===== src/rtl/kd_pkg.sv =====
package kd_pkg;
  typedef enum logic [1:0] {
    ST_IDLE  = 2'd0,
    ST_PRESS = 2'd1,
    ST_REL   = 2'd2
  } db_state_e;
endpackage


===== src/rtl/kd_sync.sv =====
module kd_sync #(
  parameter int WIDTH  = 8,
  parameter int STAGES = 2
) (
  input  logic             clk_i,
  input  logic             rst_ni,
  input  logic [WIDTH-1:0] d_i,
  output logic [WIDTH-1:0] q_o
);
  logic [STAGES-1:0][WIDTH-1:0] q;

  for (genvar s = 0; s < STAGES; s++) begin : g_stage
    if (s == 0) begin : g_first
      always_ff @(posedge clk_i or negedge rst_ni)
        if (!rst_ni) q[s] <= '0;
        else         q[s] <= d_i;
    end else begin : g_next
      always_ff @(posedge clk_i or negedge rst_ni)
        if (!rst_ni) q[s] <= '0;
        else         q[s] <= q[s-1];
    end
  end

  assign q_o = q[STAGES-1];
endmodule


===== src/rtl/kd_onehot_enc.sv =====
module kd_onehot_enc #(
  parameter int N = 8,
  parameter int W = (N > 1) ? $clog2(N) : 1
) (
  input  logic [N-1:0] line_i,
  output logic [W-1:0] idx_o,
  output logic         any_o,
  output logic         one_o
);
  localparam int CW = $clog2(N + 1);
  logic [CW-1:0] cnt;

  always_comb begin
    idx_o = '0;
    cnt   = '0;
    for (int i = 0; i < N; i++) begin
      if (line_i[i]) begin
        idx_o = idx_o | W'(i);
        cnt   = cnt + CW'(1);
      end
    end
    any_o = (cnt != '0);
    one_o = (cnt == CW'(1));
  end
endmodule


===== src/rtl/kd_debounce.sv =====
module kd_debounce
  import kd_pkg::*;
#(
  parameter int DB_CYCLES = 2500000
) (
  input  logic clk_i,
  input  logic rst_ni,
  input  logic any_i,
  input  logic ok_i,
  output logic take_o
);
  localparam int CNTW = $clog2(DB_CYCLES + 1);
  localparam logic [CNTW-1:0] LAST = CNTW'(DB_CYCLES - 1);

  db_state_e       state_q;
  logic [CNTW-1:0] cnt_q;
  logic            expire;

  assign expire = (state_q == ST_PRESS) && (cnt_q == LAST);
  assign take_o = expire && any_i && ok_i;

  always_ff @(posedge clk_i or negedge rst_ni) begin
    if (!rst_ni) begin
      state_q <= ST_IDLE;
      cnt_q   <= '0;
    end else begin
      case (state_q)
        ST_IDLE: if (any_i) begin
          state_q <= ST_PRESS;
          cnt_q   <= '0;
        end
        ST_PRESS: begin
          // fixed window, bounce does not restart it
          if (cnt_q == LAST) begin
            state_q <= ST_REL;
            cnt_q   <= '0;
          end else cnt_q <= cnt_q + CNTW'(1);
        end
        ST_REL: begin
          if (any_i)              cnt_q <= '0;
          else if (cnt_q == LAST) begin
            state_q <= ST_IDLE;
            cnt_q   <= '0;
          end else                cnt_q <= cnt_q + CNTW'(1);
        end
        default: begin
          state_q <= ST_IDLE;
          cnt_q   <= '0;
        end
      endcase
    end
  end

  p_cnt_bound_r3: assert property (@(posedge clk_i) disable iff (!rst_ni)
    cnt_q <= LAST);

  p_single_pulse_r5: assert property (@(posedge clk_i) disable iff (!rst_ni)
    take_o |=> !take_o);

  p_rel_waits_idle_r5: assert property (@(posedge clk_i) disable iff (!rst_ni)
    (state_q == ST_REL && any_i) |=> (state_q == ST_REL));
endmodule


===== src/rtl/key_encoder.sv =====
module key_encoder #(
  parameter int NCOL      = 8,
  parameter int NROW      = 6,
  parameter int NFKEY     = 8,
  parameter int DB_CYCLES = 2500000,
  parameter int SYNC      = 2
) (
  input  logic                                 clk_i,
  input  logic                                 rst_ni,
  input  logic [NCOL-1:0]                      col_i,
  input  logic [NROW-1:0]                      row_i,
  input  logic [NFKEY-1:0]                     fkey_i,
  output logic [$clog2(NCOL)+$clog2(NROW)-1:0] code_o,
  output logic                                 strobe_o,
  output logic [$clog2(NFKEY)-1:0]             fkey_idx_o,
  output logic                                 fkey_strobe_o
);
  localparam int CW   = $clog2(NCOL);
  localparam int RW   = $clog2(NROW);
  localparam int FW   = $clog2(NFKEY);
  localparam int MW   = NCOL + NROW;

  logic [MW-1:0]    mat_s;
  logic [NFKEY-1:0] fk_s;
  logic [CW-1:0]    col_idx;
  logic [RW-1:0]    row_idx;
  logic [FW-1:0]    fk_idx;
  logic             col_any, col_one, row_any, row_one, fk_any, fk_one;
  logic             mat_take, fk_take;

  kd_sync #(.WIDTH(MW), .STAGES(SYNC)) u_sync_mat (
    .clk_i, .rst_ni, .d_i({col_i, row_i}), .q_o(mat_s));

  kd_sync #(.WIDTH(NFKEY), .STAGES(SYNC)) u_sync_fk (
    .clk_i, .rst_ni, .d_i(fkey_i), .q_o(fk_s));

  kd_onehot_enc #(.N(NCOL), .W(CW)) u_enc_col (
    .line_i(mat_s[MW-1:NROW]), .idx_o(col_idx), .any_o(col_any), .one_o(col_one));

  kd_onehot_enc #(.N(NROW), .W(RW)) u_enc_row (
    .line_i(mat_s[NROW-1:0]), .idx_o(row_idx), .any_o(row_any), .one_o(row_one));

  kd_onehot_enc #(.N(NFKEY), .W(FW)) u_enc_fk (
    .line_i(fk_s), .idx_o(fk_idx), .any_o(fk_any), .one_o(fk_one));

  kd_debounce #(.DB_CYCLES(DB_CYCLES)) u_db_mat (
    .clk_i, .rst_ni, .any_i(col_any | row_any), .ok_i(col_one & row_one),
    .take_o(mat_take));

  kd_debounce #(.DB_CYCLES(DB_CYCLES)) u_db_fk (
    .clk_i, .rst_ni, .any_i(fk_any), .ok_i(fk_one), .take_o(fk_take));

  always_ff @(posedge clk_i or negedge rst_ni) begin
    if (!rst_ni) begin
      code_o        <= '0;
      strobe_o      <= 1'b0;
      fkey_idx_o    <= '0;
      fkey_strobe_o <= 1'b0;
    end else begin
      strobe_o      <= mat_take;
      fkey_strobe_o <= fk_take;
      if (mat_take) code_o     <= {col_idx, row_idx};
      if (fk_take)  fkey_idx_o <= fk_idx;
    end
  end

  p_strobe_single_line_r6: assert property (@(posedge clk_i) disable iff (!rst_ni)
    strobe_o |-> $past(col_one && row_one));

  p_fstrobe_single_key_r8: assert property (@(posedge clk_i) disable iff (!rst_ni)
    fkey_strobe_o |-> $past(fk_one));

  p_code_hold_r10: assert property (@(posedge clk_i) disable iff (!rst_ni)
    !$stable(code_o) |-> strobe_o);

  p_fidx_hold_r10: assert property (@(posedge clk_i) disable iff (!rst_ni)
    !$stable(fkey_idx_o) |-> fkey_strobe_o);

  p_strobe_pulse_r5: assert property (@(posedge clk_i) disable iff (!rst_ni)
    strobe_o |=> !strobe_o);
endmodule


===== config.mk =====
export PLATFORM = sky130hd
export DESIGN_NAME = key_encoder
export DESIGN_NICKNAME = d
export VERILOG_FILES = /design/src/rtl/kd_pkg.sv /design/src/rtl/kd_sync.sv /design/src/rtl/kd_onehot_enc.sv /design/src/rtl/kd_debounce.sv /design/src/rtl/key_encoder.sv
export SDC_FILE = /design/constraint.sdc
export NUM_CORES = 1
export LEC_CHECK = 0
export ABC_AREA = 1
export BUFFER_PORTS_ARGS = -buffer_cell sky130_fd_sc_hd__buf_2
export CAP_MARGIN = 5
export CELL_PAD_IN_SITES_DETAIL_PLACEMENT = 0
export CELL_PAD_IN_SITES_GLOBAL_PLACEMENT = 2
export CORE_MARGIN = 5
export CORE_UTILIZATION = 39
export DETAILED_ROUTE_END_ITERATION = 8
export GPL_TIMING_DRIVEN = 1
export PLACE_DENSITY = 0.89
export SYNTH_ARGS = -nofsm -noshare
export SYNTH_HDL_FRONTEND = slang
export SYNTH_SLANG_ARGS = --single-unit

===== constraint.sdc =====
create_clock -name clk_i -period 11.8 [get_ports clk_i]
set_input_delay 1.18 -clock clk_i [delete_from_list [all_inputs] [get_ports clk_i]]
set_output_delay 1.18 -clock clk_i [all_outputs]
set_load 0.01 [all_outputs]

=== Yosys cells after proc, flatten, opt, wreduce, memory -nomap -nowiden ===
Cells that the tools add are included.

* Output and inout bits: 11
* Flip-flop bits (word level): 103

* Bitwise gates (word level): 2
* Add/sub/neg operators: 21
* Mux-type cells: 59
* Reduce and logical (&&, ||, !) cells: 13
* Equality and inequality tests: 17

{| class="wikitable"
|+ Operators with widths
! kind !! count
|-
| 22-bit 2-to-1 mux || 6
|-
| 22-bit one-hot mux with 3 select lines || 2
|-
| 4-bit by 1-bit adder with 4-bit output (second input constant) || 14
|-
| 4-bit 2-to-1 mux || 14
|-
| 3-bit 2-to-1 mux || 15
|-
| 22-bit by 1-bit adder with 22-bit output (second input constant) || 2
|-
| 22-bit == test (second input constant) || 2
|-
| 2-bit 2-to-1 mux || 14
|-
| 3-bit by 1-bit adder with 3-bit output (second input constant) || 5
|-
| 2-bit one-hot mux with 3 select lines || 2
|-
| 4-bit by 1-bit == test with 1-bit output (second input constant) || 2
|-
| 2-bit by 1-bit != test with 1-bit output (second input constant) || 4
|-
| 2-bit != test (second input constant) || 4
|-
| 4-bit AND reduction || 2
|-
| 4-bit nonzero test || 2
|-
| 1-bit logical AND || 6
|-
| 1-bit 2-to-1 mux || 6
|-
| 2-bit by 1-bit == test with 1-bit output (second input constant) || 2
|-
| 2-bit == test (second input constant) || 2
|-
| 2-bit logical NOT || 2
|-
| 3-bit by 1-bit == test with 1-bit output (second input constant) || 1
|-
| 3-bit nonzero test || 1
|-
| 1-bit AND || 1
|-
| 1-bit bitwise OR || 1
|}

=== Depth between registers and ports, before layout ===
* Depth in word-level cells: 19
* Gate-level depth with buffers: 31
* Mapped depth without buffers: 31

=== Hierarchy ===
Synthesis repeated with hierarchy kept, for this count alone.

* Cell total of the unflattened synthesis: 831
* Area, all modules: 6363.6 µm²

{| class="wikitable"
|+ By module, submodules not included
! module !! instances !! area an instance (µm²) !! cells each
|-
| kd_debounce at u_db_mat || 1 || 1498.9 || 204
|-
| kd_debounce at u_db_fk || 1 || 1461.4 || 203
|-
| kd_sync at u_sync_mat || 1 || 805.8 || 42
|-
| kd_onehot_enc at u_enc_col || 1 || 701.9 || 120
|-
| kd_onehot_enc at u_enc_fk || 1 || 658.1 || 121
|-
| kd_sync at u_sync_fk || 1 || 460.4 || 24
|-
| key_encoder || 1 || 397.9 || 43
|-
| kd_onehot_enc at u_enc_row || 1 || 379.1 || 74
|}

=== Least setup slack after synthesis ===
OpenSTA, ideal clock, no wires.

* Kind: register -> register
* Start point: reg u_sync_mat.q (netlist bit u_sync_mat.q_o[7])
* End point: reg u_db_mat.cnt_q[20]
* Clock period less this slack: 4.494 ns
* Stages on the path, launching flop included: 31
* Library setup time: 0.117 ns
* Arrival: 4.376 ns
* Slack: 7.306 ns
* Cell sequence: dfrtp_1 > inv_1 > ha_1 > inv_1 > nand2_1 > nand2_2 > ha_1 > nand2_1 > nand2_1 > ha_1 > or2_1 > nand2_1 > inv_1 > ha_1 > nand2_1 > nand2_1 > ha_1 > or2_2 > nand2_1 > inv_1 > ha_1 > nand2_1 > a21boi_0 > o21ai_0 > nor2_1 > nand3_1 > a21oi_1 > nand3_2 > buf_2 > nand3_1 > nand2_1

* Cells in the longest elaborated chain, start to end: 17

{| class="wikitable"
|+ RTL lines
! what !! RTL line !! text
|-
| start, declared || kd_sync.sv:10 || <nowiki>logic [STAGES-1:0][WIDTH-1:0] q;</nowiki>
|-
| start signal, assigned by index || kd_sync.sv:20 || <nowiki>else q[s] <= q[s-1];</nowiki>
|-
| 4-bit 2-to-1 mux * || kd_onehot_enc.sv:17 || <nowiki>if (line_i[i]) begin</nowiki>
|-
| 4-bit by 1-bit adder with 4-bit output || kd_onehot_enc.sv:19 || <nowiki>cnt = cnt + CW'(1);</nowiki>
|-
| 4-bit 2-to-1 mux * || kd_onehot_enc.sv:17 ||
|-
| 4-bit by 1-bit adder with 4-bit output || kd_onehot_enc.sv:19 ||
|-
| 4-bit 2-to-1 mux * || kd_onehot_enc.sv:17 ||
|-
| 4-bit by 1-bit adder with 4-bit output || kd_onehot_enc.sv:19 ||
|-
| 4-bit 2-to-1 mux * || kd_onehot_enc.sv:17 ||
|-
| 4-bit by 1-bit adder with 4-bit output || kd_onehot_enc.sv:19 ||
|-
| 4-bit 2-to-1 mux * || kd_onehot_enc.sv:17 ||
|-
| 4-bit by 1-bit adder with 4-bit output || kd_onehot_enc.sv:19 ||
|-
| 4-bit 2-to-1 mux * || kd_onehot_enc.sv:17 ||
|-
| 4-bit by 1-bit adder with 4-bit output || kd_onehot_enc.sv:19 ||
|-
| 4-bit 2-to-1 mux * || kd_onehot_enc.sv:17 ||
|-
| 4-bit nonzero test * || kd_onehot_enc.sv:22 || <nowiki>any_o = (cnt != '0);</nowiki>
|-
| 1-bit bitwise OR * || key_encoder.sv:47 || <nowiki>.clk_i, .rst_ni, .any_i(col_any | row_any), .ok_i(col_one & row_one),</nowiki>
|-
| 22-bit 2-to-1 mux || kd_debounce.sv:40 || <nowiki>if (any_i) cnt_q <= '0;</nowiki>
|-
| 22-bit one-hot mux with 3 select lines || kd_debounce.sv:27 || <nowiki>case (state_q)</nowiki>
|-
| end signal, assigned || kd_debounce.sv:37 || <nowiki>end else cnt_q <= cnt_q + CNTW'(1);</nowiki>
|-
| end signal, assigned || kd_debounce.sv:44 || <nowiki>end else cnt_q <= cnt_q + CNTW'(1);</nowiki>
|-
| end, declared || kd_debounce.sv:16 || <nowiki>logic [CNTW-1:0] cnt_q;</nowiki>
|}

Mark *: on every way between the ends. The rest lies on a longest branch, timed or not.
A chain may end at the register's enable or synchronous reset.

=== Worst setup path after layout ===
* Start point: reg u_sync_mat.q (netlist bit u_sync_mat.q_o[7])
* End point: reg u_db_mat.cnt_q[1]

Same word-level chain as after synthesis.

==> metrics.txt <==
status=complete, no violations; net count after synthesis=886; crit path launch=u_sync_mat.q_o[7]; Total Power=just under 0.001 W; Die Height=about 140 um; Critical R2R Capture=u_db_mat.cnt_q[1]; Vias/cell=4.81; GRT Util Overall=around 15%; I/O Pins=35; Sink Count=~100; asr flop ratio synth=100%; Port Buffers=34; initial antenna violation count=0; CP arrival=5.76 ns; HP Start=u_sync_fk.q[4]; Synth Flop Type=dfrtp_1; register area share after synthesis=a little over two fifths; Crit Path Max Fanout=26; crit path launch type=register; # setup viols final=0; post-CTS sizing=0; Die X=between 100 and 150 um; Hold-fix buffers, CTS=0; number of CTS-inserted buffers=9; EDFF count, synth=0; clock skew=0.00747 ns; Reg2Reg Setup Slack=approximately 6.3 ns; Peak VDD IR=~0.078 mV; routed wire length=~13 mm; vias in the first global route=4865; worst-case reg-to-reg path depth=30; initial core utilization=39.3%; HP Class=register to register; Reg2Reg Launch Point=u_sync_mat.q_o[7]; FILL cells=1609; RD Place Congestion=about 0.80; DR pass1 iterations=6; Max Cap Viol=0; most used cell, CP=nand2_1; # DRC=0; pwr dens=141 mW/mm^2; CTS root buf=clkbuf_16; CP max stage cell=nand3_2; final period utilization=a little under half; DR iter-0 viols=around 320; Mapped Cells=~830; layout cells sized above 1=under 10%; Vias=5203; Layout Nets=~910; Slew HR=33.3%; most common cell after layout, fill and taps aside=nand2_1; CTS tree=built; largest net degree at the start of global routing=82; DRT antenna net count=0; Routed wire per std cell=approximately 12 um; Clock transition at path regs=about 0.070 ns; Worst Setup Path Type=register to register; Inserted Diodes=0; worst-skew pair later-pin latency=0.35 ns; max-slew violation count=0; CORE AREA=0.0157 mm^2; worst setup margin=approximately 6.3 ns; synth unique cells=40; Worst EP required=12.08 ns; Finished Core Util=between 40% and 50%; first-pass GRT wire length=between 20 and 25 mm; commonest non-fill, non-tap cells in the layout=nand2_1 (261), inv_1 (104), dfrtp_1 (103); slowest stage delay, CP=about 0.53 ns; synthesized area=0.00617 mm^2; Leak=3.54 nW; setup_tns=0 ns; crit end category=register; area growth from synthesis to layout=10.6%; FF+latch area=between 0.002 and 0.003 mm^2; Hold Crit Depth=0; grt ovf=0; H-tree levels=3; YS warnings=0; unrepaired setup endpoints after global routing=false; minimum clock period=between 5 and 6 ns; Setup Fix Bufs, Post-CTS=0; worst slew pin tran=roughly 1.0 ns; post-DP HPWL=~9.5 mm; die area=approximately 0.018 mm^2; synthesized area per cell=roughly 7.4 um^2; Seq cells post-synth=roughly 100; final hold viol count=0; WHS Endpoint=u_sync_fk.q_o[4]; clk buf depth=2; maximum clock frequency=roughly 0.18 GHz; pre-CTS setup slack=6.37 ns; Row Count=46; Multi-input gate area=0.00307 mm^2
-- synth_stat cells (2+ instances only) --
cell type,number,area share [%]
a21boi_0,3,0.36
buf_4,2,0.24
clkbuf_1,4,0.24
or2_1,2,0.20
inv_1,104,6.3
nand2_1,261,16
xor2_1,15,2.1
o21ai_0,14,1.1
o22ai_1,2,0.20
a31oi_1,3,0.30
a211oi_1,2,0.24
a21oi_1,12,0.97
or2_2,5,0.51
buf_6,4,0.73
nor2_1,71,4.3
xnor2_1,4,0.57
o21bai_1,2,0.24
dfrtp_1,103,42
nor4_1,15,1.5
buf_2,8,0.65
ha_1,29,5.9
nor3_1,18,1.5
nand2_2,10,1.0
inv_2,4,0.24
nor3b_1,6,0.73
nand3_1,92,7.5
o21ai_1,9,0.73
clkinv_1,2,0.12
nand3_2,4,0.65
nand4_1,13,1.3
-- how the worst max path moves through the flow --
stage	to	slack [ns]	cells after the start
2_1_floorplan	u_db_mat.cnt_q[20]	7.31	30
3_3_place_gp	u_db_fk.cnt_q[15]	6.56	29
3_5_place_dp	u_db_mat.cnt_q[1]	6.37	30
4_1_cts	u_db_mat.cnt_q[1]	6.34	30
5_1_grt	u_db_mat.cnt_q[2]	5.85	30
6_report	u_db_mat.cnt_q[1]	6.33	30
-- kinds of logic after synthesis --
kind of cell | after synthesis | share of synthesized area (%)
AO/OA/AOI/OAI | 52 | 4.92
XOR/XNOR | 21 | 3.32
adder cells (fa/ha/maj) | 29 | 5.88
buffers and inverters | 129 | 8.63
flip-flops | 103 | 41.7
AND/OR/NAND/NOR | 499 | 35.5
-- area by class of cell --
| cell class | instances | share of cell area [%] |
|---|---|---|
| multi-input cells | 601 | 44.9 |
| flip-flops and latches | 103 | 37.7 |
| inverters | 111 | 6.12 |
| clock buffers | 13 | 4.10 |
| well taps | 216 | 3.96 |
| repair buffers | 35 | 2.64 |
| clock inverters | 2 | 0.549 |
-- power by group --
| group | internal (W) | switching (W) |
|---|---|---|
| registers | 0.000371 | 0.0000153 |
| logic | 0.0000755 | 0.000188 |
| clock network | 0.000186 | 0.000125 |
-- per-stage QoR --
step           cells  hold slack, ns  cell area, um^2
5_1_grt         1081           0.354             6830
3_5_place_dp    1066           0.336             6510
3_3_place_gp    1066           0.332             6510
6_report        1081           0.347             6830
2_1_floorplan    833           0.331             6170
4_1_cts         1081           0.351             6830
-- worst max-delay path, delay by kind of cell (launching register included) --
kind                     cells  cell delay, ns
buffers and inverters        5            0.71
flip-flops                   1            0.38
adder cells (fa/ha/maj)      6            1.63
AO/OA/AOI/OAI                3            0.51
AND/OR/NAND/NOR             16            2.19
-- per-layer routing --
layer / global-route usage [%] / vias to the layer above / share of wire [%]
met5: 0 / - / 0
met4: 5.32 / 0 / 1.5
met3: 2.92 / 14 / 3.2
met2: 23.8 / 55 / 45
met1: 20.0 / 2418 / 50
li1: - / 2716 / -
-- state kept, by name, indices dropped and copies added (netlist names) --
| signal | count |
|---|---|
| code_o | 6 |
| fkey_idx_o | 3 |
| fkey_strobe_o | 1 |
| strobe_o | 1 |
| u_db_fk.cnt_q | 22 |
| u_db_fk.state_q | 2 |
| u_db_mat.cnt_q | 22 |
| u_db_mat.state_q | 2 |
| u_sync_fk.q | 8 |
| u_sync_fk.q_o | 8 |
| u_sync_mat.q | 14 |
| u_sync_mat.q_o | 14 |
No activity file was read; power rests on OpenSTA's default activity.
